==> config.mk <==
export PLATFORM = sky130hd
export DESIGN_NAME = sag_detector
export DESIGN_NICKNAME = d
export VERILOG_FILES = /design/src/rtl/sag_pkg.sv /design/src/rtl/sag_mag.sv /design/src/rtl/sag_track.sv /design/src/rtl/sag_out.sv /design/src/rtl/sag_detector.sv
export SDC_FILE = /design/constraint.sdc
export NUM_CORES = 1
export LEC_CHECK = 0
export BUFFER_PORTS_ARGS = -buffer_cell sky130_fd_sc_hd__buf_2
export CAP_MARGIN = 25
export CORE_ASPECT_RATIO = 0.8
export CORE_UTILIZATION = 50
export CTS_CLUSTER_SIZE = 20
export DETAILED_ROUTE_END_ITERATION = 8
export PLACE_DENSITY = 0.78
export SLEW_MARGIN = 20
export SYNTH_ARGS = -nofsm -noshare
export SYNTH_HDL_FRONTEND = slang
export SYNTH_HIERARCHICAL = 1
export SYNTH_SLANG_ARGS = --single-unit
==> constraint.sdc <==
create_clock -name clk -period 2.6 [get_ports clk]
set_clock_uncertainty 0.05 [all_clocks]
set_input_delay 0.13 -clock clk [delete_from_list [all_inputs] [get_ports clk]]
set_output_delay 0.13 -clock clk [all_outputs]
set_load 0.02 [all_outputs]
==> src/rtl/sag_pkg.sv <==
package sag_pkg;
  localparam int unsigned SMP_W = 16;
  localparam int unsigned LVL_W = 8;
  localparam int unsigned CNT_W = 8;
endpackage

==> src/rtl/sag_mag.sv <==
module sag_mag #(
  parameter int unsigned SMP_W = 16,
  parameter int unsigned LVL_W = 8
) (
  input  logic [SMP_W-1:0] smp,
  input  logic [LVL_W-1:0] lvl,
  output logic             below
);
  localparam logic [SMP_W-1:0] ONE     = SMP_W'(1);
  localparam logic [LVL_W-1:0] LVL_ONE = LVL_W'(1);

  logic [SMP_W-1:0] mag;
  logic [LVL_W-1:0] mbyte;
  logic [LVL_W-1:0] eff_lvl;

  always_comb begin
    mag     = smp[SMP_W-1] ? (~smp + ONE) : smp;
    // magnitude shifted left by one, upper byte kept; saturate at full negative
    mbyte   = mag[SMP_W-1] ? '1 : mag[SMP_W-2 -: LVL_W];
    eff_lvl = (lvl <= LVL_ONE) ? '0 : lvl;
    below   = eff_lvl > mbyte;
  end
endmodule

==> src/rtl/sag_track.sv <==
module sag_track #(
  parameter int unsigned CNT_W = 8
) (
  input  logic             clk,
  input  logic             rst_n,
  input  logic             off,
  input  logic             smp_above,
  input  logic             cyc_edge,
  input  logic [CNT_W-1:0] cfg,
  output logic             hit
);
  localparam logic [CNT_W-1:0] CFG_TWO = CNT_W'(2);
  localparam logic [CNT_W-1:0] C_ONE   = CNT_W'(1);

  logic [CNT_W-1:0] cnt;
  logic             clean;
  logic [CNT_W-1:0] target;
  logic [CNT_W:0]   nxt;

  always_comb begin
    target = (cfg < CFG_TWO) ? C_ONE : (cfg - C_ONE);
    nxt    = {1'b0, cnt} + {{CNT_W{1'b0}}, 1'b1};
    hit    = !off && cyc_edge && clean && !smp_above && (nxt >= {1'b0, target});
  end

  always_ff @(posedge clk or negedge rst_n) begin
    if (!rst_n) begin
      cnt   <= '0;
      clean <= 1'b0;
    end else if (off) begin
      cnt   <= '0;
      clean <= 1'b0;
    end else if (smp_above) begin
      cnt   <= '0;
      clean <= cyc_edge;
    end else if (cyc_edge) begin
      clean <= 1'b1;
      if (clean && cnt != '1) cnt <= nxt[CNT_W-1:0];
    end
  end
endmodule

==> src/rtl/sag_out.sv <==
module sag_out (
  input  logic clk,
  input  logic rst_n,
  input  logic off,
  input  logic smp_above,
  input  logic hit,
  output logic sag_n,
  output logic sag_evt
);
  always_ff @(posedge clk or negedge rst_n) begin
    if (!rst_n) begin
      sag_n   <= 1'b1;
      sag_evt <= 1'b0;
    end else begin
      sag_evt <= 1'b0;
      if (off || smp_above) begin
        sag_n <= 1'b1;
      end else if (hit && sag_n) begin
        sag_n   <= 1'b0;
        sag_evt <= 1'b1;
      end
    end
  end
endmodule

==> src/rtl/sag_detector.sv <==
module sag_detector
  import sag_pkg::*;
#(
  parameter int unsigned P_SMP_W = SMP_W,
  parameter int unsigned P_LVL_W = LVL_W,
  parameter int unsigned P_CNT_W = CNT_W
) (
  input  logic               clk,
  input  logic               rst_n,
  input  logic               smp_valid,
  output logic               smp_ready,
  input  logic [P_SMP_W-1:0] smp_data,
  input  logic               cyc_edge,
  input  logic [P_LVL_W-1:0] lvl_cfg,
  input  logic [P_CNT_W-1:0] cyc_cfg,
  input  logic               det_off,
  output logic               sag_n,
  output logic               sag_evt
);
  logic smp_below;
  logic smp_above;
  logic hit;

  assign smp_ready = 1'b1;

  sag_mag #(.SMP_W(P_SMP_W), .LVL_W(P_LVL_W)) u_mag (
    .smp   (smp_data),
    .lvl   (lvl_cfg),
    .below (smp_below)
  );

  assign smp_above = smp_valid && !smp_below;

  sag_track #(.CNT_W(P_CNT_W)) u_track (
    .clk       (clk),
    .rst_n     (rst_n),
    .off       (det_off),
    .smp_above (smp_above),
    .cyc_edge  (cyc_edge),
    .cfg       (cyc_cfg),
    .hit       (hit)
  );

  sag_out u_out (
    .clk       (clk),
    .rst_n     (rst_n),
    .off       (det_off),
    .smp_above (smp_above),
    .hit       (hit),
    .sag_n     (sag_n),
    .sag_evt   (sag_evt)
  );
endmodule

==> impl_metrics.csv <==
group,metric,value,unit
floorplan,initial_core_util,0.552,
synth,netlist.area_leader.share,0.178,
status,outcome,"finished with violations",
setup_path,start_kind,"input port",
placed_design,place_ws,-0.389,ns
final_layout,final_area,1790,um^2
setup_path,path_depth,13,
routing,drt_wl_total,3360,um
grt,grt_pass1_wl,5540,um
power,p_seq_frac,0.372,
power,swShare,0.332,
routing,wl_per_cell,13.3,um
synth,ys_ff_latch,11,
run,cap_violations,0,
cts,cts_made_buffers,3,
setup_path,end_kind,"flop",
final_layout,layout_commonest_cell,"buf_2",
final_layout,final_cell_mix,"36 x buf_2, 18 x nand2_1, 18 x ha_1",
final_layout,fill_cells,214,
power,internal-power,0.316,mW
routing,ant_nets,0,
setup_path,cp.arrival,2.73,ns
cts,cts.sinks,11,
setup_path,r2r_slack,0.21,ns
routing,drc,0,
floorplan,core,2540,um^2
sta,setup_viol,5,
sta,worst_slack,-0.0268,ns
cts,clk_latency,0.27,ns
sta,rsz0062_at_grt,"true",
power,power_density,264,nW/um^2
setup_path,path_cells,"buf_2, nor4_4, nand3_2, or3b_1, a31oi_1, ha_1, a21o_1, a21oi_2, a22oi_2, nor2b_4, nor2_2, o21a_2, mux2_4",
synth,ys_seq_area_frac,0.197,
setup_path,regToRegStartpoint,"u_track/cnt[0]",
cts,cts_max_level,1,
sta,maxSlewViolCount,0,
setup_path,crit_fanout,6,
grt,first_global_vias,1337,
final_layout,fin_util,0.706,
cts,max-clock-path-buffers,2,
final_layout,nets,272,
sta,fmax,0.381,GHz
cts,clk_pin_slew,0.08,ns
synth,ys_warn_count,6,
placed_design,hpwl,2670,um
setup_path,worst_r2r_path_depth,10,
cts,cts_root_buf,"clkbuf_4",
synth,synth_ff_type,"dfrtp_1",
synth,syn_avg_cell_area,8.20,um^2
floorplan,die_area,3020,um^2
floorplan,pin_count,40,
power,max-vdd-ir-drop,0.118,mV
synth,syn-cell-area,1400,um^2
status,violations,"negative setup slack",
setup_path,critical_path.max_stage_delay,0.40,ns
power,clkPwrFrac,0.248,
synth,postSynthCellCount,171,
final_layout,n_antenna_cell,0,
final_layout,instances_no_fill,252,
cts,cts_tree,"built",
sta,final.min_clock_period,2.63,ns
setup_path,timing.rr.end,"u_out/sag_evt",
grt,antenna_found_initial,0,
floorplan,dieWidth,61.2,um
setup_path,critical_path_class,"input port to flop",
placed_design,placed_cell_area,1680,um^2
power,netSwitchingPower,0.157,mW
placed_design,placedCellCount,244,
final_layout,layout-drive-gt1-share,0.361,
sta,fin_tns_setup,-0.0473,ns
synth,ys_types,52,
placed_design,numPortBuffers,38,
synth,syn-num-nets,226,
power,p_leak,0.859,nW
floorplan,std_cell_rows,16,
setup_path,critPathSlowestCell,"or3b_1",
placed_design,globalplace.congestion,0.859,
hold_path,hp-class,"input port to flop",
routing,dr.pass1.iters,4,
power,p_comb_frac,0.379,
sta,hold_slack,0.0857,ns
setup_path,critPathBufInv,1,
setup_path,cpLargestDelayFamily,"simple AND/OR/NAND/NOR gates",
synth,synth-edff-count,0,
routing,vias,1422,
synth,synth_area_leader_cell,"dfrtp_1",
final_layout,syn_to_final_growth,27.9,%
sta,finalCritPeriodShare,1.01,
setup_path,cp.required,2.70,ns
routing,drt-initial-drc-count,50,
setup_path,worstSetupStartpoint,"smp_data[7]",
synth,async_flop_share,1.00,
grt,grtUsageTotal,0.241,
sta,hold_viol,0,
floorplan,die_h,49.4,um
routing,viasPerCell,5.64,
power,fin_total_pwr,0.474,mW
grt,gr-total-overflow,0,
setup_path,cp-endpoint,"u_track/cnt[0]",
synth,synth.area.top_cells,"dfrtp_1 18%, ha_1 16%, nand2_1 4.8%",
grt,grt_max_degree,17,
-- power by group through the flow --
| stage | sequential [mW] | clock [mW] | combinational (mW) |
|---|---|---|---|
| floorplan | 0.178 | 0 | 0.0917 |
| global placement | 0.179 | 0 | 0.153 |
| detailed placement | 0.179 | 0 | 0.161 |
| CTS | 0.176 | 0.119 | 0.168 |
| global route | 0.177 | 0.126 | 0.201 |
| finish | 0.176 | 0.118 | 0.180 |
-- worst min-delay path by stage --
| stage | startpoint | end | slack [ns] | cells past startpoint |
|---|---|---|---|---|
| 2_1_floorplan | rst_n | u_out/sag_evt | -0.22 | 0 |
| 3_3_place_gp | rst_n | u_out/sag_evt | -0.05 | 1 |
| 3_5_place_dp | rst_n | u_out/sag_evt | -0.04 | 1 |
| 4_1_cts | cyc_edge | u_track/clean | 0.07 | 3 |
| 5_1_grt | det_off | u_track/clean | 0.08 | 2 |
| 6_report | det_off | u_track/clean | 0.09 | 2 |
-- worst reg2reg max path: stages, from the launching register on --
cell and delay (ns):
dfrtp_1 0.45, ha_1 0.29, nand2_1 0.06, or2_1 0.22
xnor2_1 0.24, ha_1 0.29, a21oi_1 0.13, o21ai_0 0.09
a21oi_1 0.17, o21ai_1 0.11, and3_1 0.18
-- layer usage --
layer	wire (um)	vias up	GRT usage	share of wire
met1	1590	659	0.331	0.47
met4	25	0	0.0758	0.0074
met2	1610	49	0.397	0.48
met5	0	-	0	0
li1	-	710	-	-
met3	132	4	0.0106	0.039
-- sequential cells by signal (all words and copies together), names as in the netlist --
register / flops
u_out/sag_evt: 1
u_track/clean: 1
u_out/sag_n: 1
u_track/cnt: 8
-- cell usage after synthesis (5+ instances only) --
master and instances:
a21oi_1 8, a22o_1 5, clkbuf_1 7, dfrtp_1 10, ha_1 18, inv_1 6, nand2_1 18, nand3_1 9
nor2_1 14, nor3_1 7, o21ai_0 7, xnor2_1 5, xor2_1 6
-- area by class of cell --
class                   instances  area (um^2)  share of cell area
multi-input cells             145         1130               0.629
inverters                       6         22.5              0.0126
repair buffers                 50          295               0.165
well taps                      36         45.0              0.0251
clock buffers                   4         26.3              0.0146
flip-flops and latches         11          277               0.154
-- repair_timing --
action,CTS,global route
buffers inserted,2,1
hold buffers,1,0
pin swaps,8,11
resized for setup,5,8
hold endpoints to repair,11,0
setup endpoints to repair,3,9
-- kinds of logic after synthesis --
logic type	count (synthesis)	synth area share
other cells	1	0.00267
flops	11	0.197
buf+inv	15	0.0455
compound gates	39	0.192
fa+ha+maj	18	0.161
mux	2	0.0152
simple gates	73	0.307
xor+xnor	12	0.0803
Note: power is estimated with default switching activity, not from simulation.
